[src/rtl/cfgld_pkg.sv]
package cfgld_pkg;
    typedef enum logic [2:0] {
        ST_IDLE,
        ST_ENABLE,
        ST_ISSUE,
        ST_WAIT,
        ST_DONE
    } ld_state_t;
endpackage

[src/rtl/cfgld_fsm.sv]
module cfgld_fsm #(
    parameter int NREAD = 8,
    localparam int IW = $clog2(NREAD)
) (
    input  logic          clk,
    input  logic          rst_n,
    input  logic          start,
    input  logic          rd_done,
    output logic          core_en,
    output logic          rd_req,
    output logic          wr_en,
    output logic          cfg_valid,
    output logic [IW-1:0] idx
);
    import cfgld_pkg::*;

    ld_state_t state, nxt;
    logic      last;

    assign last = (idx == IW'(NREAD - 1));

    always_ff @(posedge clk or negedge rst_n) begin
        if (!rst_n) state <= ST_IDLE;
        else        state <= nxt;
    end

    always_ff @(posedge clk or negedge rst_n) begin
        if (!rst_n)                                  idx <= '0;
        else if (state == ST_ENABLE)                 idx <= '0;
        else if (state == ST_WAIT && rd_done && !last) idx <= idx + 1'b1;
    end

    always_comb begin
        nxt = state;
        unique case (state)
            ST_IDLE:   if (start) nxt = ST_ENABLE;
            ST_ENABLE: nxt = ST_ISSUE;
            ST_ISSUE:  nxt = ST_WAIT;
            ST_WAIT:   if (rd_done) nxt = last ? ST_DONE : ST_ISSUE;
            ST_DONE:   if (start) nxt = ST_ENABLE;
            default:   nxt = ST_IDLE;
        endcase
    end

    always_comb begin
        core_en   = (state != ST_IDLE);
        rd_req    = (state == ST_ISSUE);
        wr_en     = (state == ST_WAIT) && rd_done;
        cfg_valid = (state == ST_DONE);
    end
endmodule

[src/rtl/cfgld_addr_map.sv]
module cfgld_addr_map #(
    parameter int          NREAD   = 8,
    parameter int          AW      = 8,
    parameter logic [7:0]  SPD_OFS = 8'h21,
    parameter logic [7:0]  RAM_OFS = 8'h22,
    parameter logic [7:0]  MAC_OFS = 8'h30,
    localparam int         IW      = $clog2(NREAD)
) (
    input  logic [IW-1:0] idx,
    output logic [AW-1:0] addr
);
    logic [AW-1:0] step;

    assign step = AW'(idx) - AW'(2);

    always_comb begin
        if (idx == IW'(0))      addr = AW'(SPD_OFS);
        else if (idx == IW'(1)) addr = AW'(RAM_OFS);
        else                    addr = AW'(MAC_OFS) + step;
    end
endmodule

[src/rtl/cfgld_store.sv]
module cfgld_store #(
    parameter int NMAC  = 6,
    parameter int DW    = 8,
    parameter int RAMW  = 16,
    parameter int SCALE = 7,
    localparam int NREAD = NMAC + 2,
    localparam int IW    = $clog2(NREAD)
) (
    input  logic               clk,
    input  logic               rst_n,
    input  logic               wr_en,
    input  logic [IW-1:0]      idx,
    input  logic [DW-1:0]      data,
    output logic               speed_sel,
    output logic [RAMW-1:0]    ram_kb,
    output logic [NMAC*DW-1:0] station_addr
);
    logic [DW-1:0] spd_q, ram_q;
    logic [DW-1:0] mac_q [NMAC];

    always_ff @(posedge clk or negedge rst_n) begin
        if (!rst_n) begin
            spd_q <= '0;
            ram_q <= '0;
        end else if (wr_en) begin
            if (idx == IW'(0)) spd_q <= data;
            if (idx == IW'(1)) ram_q <= data;
        end
    end

    for (genvar g = 0; g < NMAC; g++) begin : g_mac
        always_ff @(posedge clk or negedge rst_n) begin
            if (!rst_n)                          mac_q[g] <= '0;
            else if (wr_en && idx == IW'(g + 2)) mac_q[g] <= data;
        end
        assign station_addr[(NMAC-1-g)*DW +: DW] = mac_q[g];
    end

    assign speed_sel = |spd_q;
    assign ram_kb    = RAMW'(ram_q) << SCALE;
endmodule

[src/rtl/eeprom_cfg_loader.sv]
module eeprom_cfg_loader #(
    parameter logic [7:0] SPD_OFS = 8'h21,
    parameter logic [7:0] RAM_OFS = 8'h22,
    parameter logic [7:0] MAC_OFS = 8'h30
) (
    input  logic        clk,
    input  logic        rst_n,
    input  logic        start,
    output logic        core_en,
    output logic        rd_req,
    output logic [7:0]  rd_addr,
    input  logic        rd_done,
    input  logic [7:0]  rd_data,
    output logic        speed_sel,
    output logic [15:0] ram_kb,
    output logic [47:0] station_addr,
    output logic        cfg_valid
);
    localparam int NMAC  = 6;
    localparam int NREAD = NMAC + 2;
    localparam int IW    = $clog2(NREAD);

    logic          wr_en;
    logic [IW-1:0] idx;

    cfgld_fsm #(.NREAD(NREAD)) u_fsm (
        .clk(clk), .rst_n(rst_n), .start(start), .rd_done(rd_done),
        .core_en(core_en), .rd_req(rd_req), .wr_en(wr_en),
        .cfg_valid(cfg_valid), .idx(idx)
    );

    cfgld_addr_map #(
        .NREAD(NREAD), .AW(8), .SPD_OFS(SPD_OFS),
        .RAM_OFS(RAM_OFS), .MAC_OFS(MAC_OFS)
    ) u_map (
        .idx(idx), .addr(rd_addr)
    );

    cfgld_store #(.NMAC(NMAC), .DW(8), .RAMW(16), .SCALE(7)) u_store (
        .clk(clk), .rst_n(rst_n), .wr_en(wr_en), .idx(idx), .data(rd_data),
        .speed_sel(speed_sel), .ram_kb(ram_kb), .station_addr(station_addr)
    );
endmodule

[config.mk]
export PLATFORM = sky130hd
export DESIGN_NAME = eeprom_cfg_loader
export DESIGN_NICKNAME = d
export VERILOG_FILES = /design/src/rtl/cfgld_pkg.sv /design/src/rtl/cfgld_fsm.sv /design/src/rtl/cfgld_addr_map.sv /design/src/rtl/cfgld_store.sv /design/src/rtl/eeprom_cfg_loader.sv
export SDC_FILE = /design/constraint.sdc
export NUM_CORES = 1
export LEC_CHECK = 0
export CAP_MARGIN = 20
export CORE_ASPECT_RATIO = 0.9
export CORE_MARGIN = 3
export CORE_UTILIZATION = 25
export CTS_CLUSTER_DIAMETER = 200
export DETAILED_ROUTE_END_ITERATION = 8
export DONT_BUFFER_PORTS = 1
export PLACE_DENSITY_LB_ADDON = 0.1
export RECOVER_POWER = 25
export SLEW_MARGIN = 20
export SYNTH_ARGS = -nofsm -noshare
export SYNTH_HDL_FRONTEND = slang
export SYNTH_SLANG_ARGS = --single-unit
[constraint.sdc]
create_clock -name clk -period 2.2 [get_ports clk]
set_input_delay 0.11 -clock clk [delete_from_list [all_inputs] [get_ports clk]]
set_output_delay 0.11 -clock clk [all_outputs]
set_load 0.01 [all_outputs]
==> summary.md, run 1 <==
| Metric | Value |
|---|---|
| Final Slew Violations | 0 |
| Number of nets in the finished design | 243 |
| Number of clock sinks | 70 |
| Detailed-routing iteration count for the pre-antenna-repair pass | 4 |
| Accumulated negative setup slack | 0 ns |
| Width of the die | 122 um |
| Smallest hold slack | 0.0439 ns |
| Post-synth top flop | dfrtp_1 |
| Number of buffers added on ports | 0 |
| Fraction of the yosys area taken by sequential cells | 0.583 |
| Highest fanout seen on the critical path | 8 |
| Routed len/inst | 18.9 um |
| IO Count | 88 |
| Count of different cell masters after synthesis | 33 |
| Capturing element type of the critical path | flip-flop |
| MaxCap Viol Count | 0 |
| Start-to-end type of the worst setup path | reg -> reg |
| PD cells | 1520 nW/um^2 |
| DRC errors left | 0 |
| Result of the run | complete, no violations |
| Setup Viol. Count Final | 0 |
| Antenna violations before repair | 2 |
| Area share of the largest cell type after synthesis | 0.583 |
| RSZ-0062 raised after global routing | no |
| Most repeated cell in the gate-level netlist after synthesis | dfrtp_1 |
| Fmax achieved | 0.520 GHz |
| Commonest cells post-synth | dfrtp_1 (70), mux2_2 (56), buf_4 (11) |
| Gr usage total | 0.113 |
| Overall power after layout | 5.47 mW |
| DR vias/cell | 4.33 |
| Via count of the first global-routing pass | 1772 |
| Maximum number of pins on one net before global-route repair | 71 |
| CTS clock-pin slew for the worst setup and hold paths | 0.06 ns |
| Leakage power of the design | 1.61 nW |
| Die Height | 110 um |
| Data arrival time of the worst path | 2.12 ns |
| Slew at the pin closest to its max-slew limit | 0.512 ns |
| Synthesized instance count | 206 |
| CP Data Required Time | 2.40 ns |
| Number of cell rows | 37 |
| Congestion Overflow GR | 0 |
| Number of hold-slack violations in the final timing report | 0 |
| Total number of vias | 1671 |
| Setup slack, reg-to-reg | 0.28 ns |
| Relative slew slack | 0.658 |
| Share of the clock period used by the worst path after layout | 0.874 |
| Wire length of the first global-routing pass | 11000 um |
| Number of levels the H-tree was split into | 3 |
| Root Buffer Master | clkbuf_16 |
| Standard cell area after detailed placement | 3140 um^2 |
| Hold Path Class | in -> reg |
| Clk_skew | 0.0108 ns |
| Initial drt markers | 42 |
| Placeable Area | 11600 um^2 |
| Utilization after layout | 0.310 |
| Die Outline Area | 13400 um^2 |
| Number of buffers on the longest clock path | 2 |
| Antenna Nets Post-Route | 0 |
| DP HPWL | 4860 um |
| Warnings from Yosys | 0 |
| Mean instance size in the synthesized netlist | 14.6 um^2 |
| Initial core utilization | 0.259 |
| Share of async-settable or async-resettable flops after synthesis | 1.00 |
| Area Growth Syn to Fin | 19.5% |
| Latest clock arrival within the worst-skew pair | 0.32 ns |
| Area of the mapped netlist | 3000 um^2 |
| Number of register bits inferred by synthesis | 70 |
| Wire length after detailed routing | 7280 um |
| Routability congestion estimate from global placement | 0.760 |
| Main area contributors after synthesis | dfrtp_1 (58%), mux2_2 (21%), mux2_4 (4.0%), ha_1 (2.9%), buf_4 (2.8%) |
| Area leader, netlist | dfrtp_1 |
| CTS tree | done |
| Final instance area | 3590 um^2 |
| Category of the worst setup path launch point | flip-flop |
| Number of enable-type register cells in the synthesized netlist | 0 |
| Time the final worst path needs with I/O delays and setup | 1.92 ns |
| Share of post-route cells with drive strength above 1 | 0.397 |
| Max IR drop VDD | 436 uV |
| Cts bufs inserted | 9 |
| Post-CTS setup repair buffer count | 0 |
[routing by layer]
layer / wire length [um] / vias to the layer above / track usage
li1: - / 738 / -
met1: 3270 / 855 / 0.148
met2: 3110 / 65 / 0.159
met3: 783 / 11 / 0.0556
met4: 100 / 2 / 0.0432
met5: 13 / - / 0
[what timing repair did]
item / in CTS / in global routing
resized for setup: 0 / 0
hold endpoints to repair: 136 / 0
hold buffers: 11 / 0
[registers in the layout, summed over array words and instances, names as in the netlist]
name / flops
u_store.station_addr: 48
u_store.ram_q: 8
u_store.spd_q: 8
u_fsm.idx: 3
u_fsm.state: 3
[final timing paths]
| path | from | endpoint | cells after the start |
|---|---|---|---|
| max | u_fsm.idx[0] | u_store.station_addr[40] | 4 |
| min | rd_done | u_fsm.state[0] | 2 |
| max reg2reg | u_fsm.idx[0] | u_store.station_addr[40] | 4 |
| min reg2reg | u_store.spd_q[2] | u_store.spd_q[2] | 1 |
| max in group asynchronous | rst_n | u_store.station_addr[0] | 2 |
| min in group asynchronous | rst_n | u_store.station_addr[27] | 2 |
[cells in the final DEF (no fill, tap or decap), types with 2 or more instances in the layout]
cell           synthesis  final
dfrtp_1               70     70
mux2_2                56     56
conb_1                 2     11
buf_4                 11      4
bufinv_16              0      2
o21ai_0                2      2
clkbuf_16              0      9
ha_1                   7      7
dlygate4sd3_1          0     10
mux2_4                 8      8
clkinv_2               0      2
and3_1                 2      2
nor2_2                 2      2
nor2_1                 6      6
nand2b_1               2      2
mux2i_1                2      2
nor4_1                 2      2
nand2_1                9      9
inv_1                  4      4
[stage by stage]
step	instances	setup slack [ns]
2_1_floorplan	215	0.540
3_3_place_gp	358	0.293
3_5_place_dp	358	0.284
4_1_cts	385	0.270
5_1_grt	385	0.198
6_report	386	0.277
[worst max-delay path, stage by stage, from the launching register on]
cell	delay, ns
dfrtp_1	0.43
inv_1	0.11
ha_1	0.16
or4b_1	0.71
mux2_4	0.39
[power by group]
group	internal, mW	total, mW	leakage, nW	switching [mW]
logic	0.741	1.30	0.603	0.557
registers	1.91	2.63	0.855	0.726
clock network	0.991	1.54	0.152	0.546
total	3.64	5.47	1.61	1.83
[area by class of cell]
class	instances	area (um^2)
Multi-Input combinational cell	124	1150
Timing Repair Buffer	15	158
Clock inverter	6	86.3
Fill cell	1191	7980
Tap cell	156	195
Antenna cell	1	2.50
Sequential cell	70	1750
Inverter	4	15.0
Clock buffer	10	229
[cells by family (layout without fill, tap and decap cells)]
kind of cell             Yosys count  count (layout)  synth area share
flip-flops                        70              70             0.583
multiplexers                      66              66             0.257
AND/OR/NAND/NOR                   35              35            0.0737
buffers and inverters             21              35            0.0442
adder cells (fa/ha/maj)            7               7            0.0292
AO/OA/AOI/OAI                      5               5            0.0104
other                              2              12           0.00250
(Power assumes the default switching activity.)
==> run 2, diff against run 1 <==
Clock period 2.2 ns to 2.1 ns, I/O delays scaled along.
==> run 2 against run 1 <==
Against the previous run:
- core utilization is the same
- worst hold slack got worse by 0.0087 ns
- critical path depth unchanged
- critical path type is now reg -> out
==> summary.md, run 2 (synthesized netlist as in run 1, its figures left out) <==
| Metric | Value |
|---|---|
| Leakage power of the design | 1.61 nW |
| Wire length of the first global-routing pass | 11000 um |
| Overall power after layout | 5.67 mW |
| Setup Viol. Count Final | 0 |
| IO Count | 88 |
| Antenna Nets Post-Route | 0 |
| Routability congestion estimate from global placement | 0.742 |
| Destination of the worst hold path | u_fsm.state[0] |
| Start-to-end type of the worst setup path | reg -> out |
| Largest register FFs | 48 |
| Congestion Overflow GR | 0 |
| Final std cells w/o fill | 387 |
| Capturing element type of the critical path | primary output |
| CTS clock-pin slew for the worst setup and hold paths | 0.06 ns |
| Worst R2R End | u_store.station_addr[40] |
| WL met1 | 3210 um |
| Worst hold path stage count | 2 |
| Latest clock arrival within the worst-skew pair | 0.33 ns |
| Initial core utilization | 0.259 |
| Result of the run | complete, no violations |
| Crit path largest cell delay | 0.49 ns |
| Slew at the pin closest to its max-slew limit | 0.550 ns |
| Post-CTS setup repair buffer count | 0 |
| CTS tree | done |
| Number of cell instances on the worst register-to-register path | 5 |
| Number of clock sinks | 70 |
| Fmax achieved | 0.551 GHz |
| Die Outline Area | 13400 um^2 |
| Most common cell after layout, fill and taps aside | dfrtp_1 |
| Share of post-route cells with drive strength above 1 | 0.398 |
| Detailed-routing iteration count for the pre-antenna-repair pass | 4 |
| DP HPWL | 4870 um |
| Number of hold-slack violations in the final timing report | 0 |
| Utilization after layout | 0.310 |
| Number of levels the H-tree was split into | 3 |
| Clk_skew | 0.00588 ns |
| Data arrival time of the worst path | 1.71 ns |
| Placeable Area | 11600 um^2 |
| Antenna violations before repair | 2 |
| DR vias/cell | 4.25 |
| Post-placement cell count | 360 |
| Category of the worst setup path launch point | flip-flop |
| Routed met2 length | 3150 um |
| Via count of the first global-routing pass | 1727 |
| MaxCap Viol Count | 0 |
| Master of the slowest instance on the critical path | a21boi_0 |
| Width of the die | 122 um |
| Number of buffers on the longest clock path | 2 |
| Number of cell rows | 37 |
| CP cell instances | inv_1 > ha_1 > nand2b_1 > a21boi_0 |
| Root Buffer Master | clkbuf_16 |
| Initial drt markers | 54 |
| Setup slack, reg-to-reg | 0.31 ns |
| Time the final worst path needs with I/O delays and setup | 1.81 ns |
| Hold Path Class | in -> reg |
| Gr usage total | 0.113 |
| Accumulated negative setup slack | 0 ns |
| Total number of vias | 1644 |
| RSZ-0062 raised after global routing | no |
| Maximum number of pins on one net before global-route repair | 71 |
| CP Data Required Time | 2.00 ns |
| Share of the clock period used by the worst path after layout | 0.864 |
| DR top layer | met5 |
| PD cells | 1580 nW/um^2 |
| Number of nets in the finished design | 245 |
| Wire length after detailed routing | 7240 um |
| Final Slew Violations | 0 |
| Routed len/inst | 18.7 um |
| Commonest cells after routing, fill and taps aside | dfrtp_1 (70), mux2_2 (56), conb_1 (11), dlygate4sd3_1 (10) |
| Cts bufs inserted | 9 |
| Highest fanout seen on the critical path | 6 |
| Beginning of the worst hold path | rd_done |
| DRC errors left | 0 |
| Startpoint of the worst-slack reg-to-reg timing path | u_fsm.idx[0] |
| Area Growth Syn to Fin | 19.5% |
| Relative slew slack | 0.630 |
| Max IR drop VDD | 701 uV |
| Antenna fix cells | 0 |
| Number of buffers added on ports | 0 |
| Met3 Wirelength | 759 um |
| Smallest hold slack | 0.0352 ns |
| Die Height | 110 um |
[run 2: cell count changes in the layout (fill, tap and decap cells not counted), sizes merged]
cell and change:
bufinv -1, clkinv -2, clkbuf +3, diode -1
buf +2
[run 2: worst max-delay path by stage]
stage | endpoint | cells past startpoint | slack (ns) | from
after floorplan | u_store.station_addr[16] | 6 | 0.44 | u_fsm.state[2]
after global placement | u_store.station_addr[47] | 5 | 0.31 | u_fsm.idx[0]
after detailed placement | u_store.station_addr[1] | 4 | 0.32 | u_fsm.idx[0]
after CTS | rd_addr[1] | 4 | 0.26 | u_fsm.idx[0]
after global routing | u_store.station_addr[5] | 4 | 0.21 | u_fsm.idx[0]
final | rd_addr[1] | 4 | 0.29 | u_fsm.idx[0]
[run 2: per-stage QoR]
| step | setup slack (ns) | cell area [um^2] |
|---|---|---|
| 2_1_floorplan | 0.440 | 3040 |
| 3_3_place_gp | 0.308 | 3160 |
| 3_5_place_dp | 0.316 | 3160 |
| 4_1_cts | 0.262 | 3590 |
| 5_1_grt | 0.211 | 3590 |
| 6_report | 0.285 | 3590 |
[run 2: critical path, delay by kind of cell, from the launching register on]
family / cells / cell delay [ns]
and+or+nand+nor: 1 / 0.13
buffers and inverters: 1 / 0.09
DFF: 1 / 0.45
adders and majority gates: 1 / 0.23
AOI/OAI and AO/OA: 1 / 0.49
[run 2: final cells by class]
type / instances / area, um^2
well taps: 156 / 195
clock buffers: 13 / 260
multi-input cells: 124 / 1150
repair buffers: 17 / 173
inverters: 4 / 15.0
fillers: 1174 / 7980
flip-flops and latches: 70 / 1750
clock inverters: 3 / 42.5
[run 2: report_power, final]
part / internal [mW] / total, mW / switching, mW
Sequential: 2.00 / 2.76 / 0.765
Combinational: 0.786 / 1.37 / 0.588
Clock: 0.983 / 1.53 / 0.551
Total: 3.77 / 5.67 / 1.90
[run 2: routing by layer]
metal,track usage,vias to the layer above
met1,0.144,828
met4,0.0384,4
li1,-,739
met2,0.159,61
met5,0,-
met3,0.0648,12
[run 2: what timing repair did]
action / 4_1_cts / 5_1_grt
resized for setup: 0 / 0
endpoints found under the hold margin: 136 / 0
hold buffers: 11 / 0
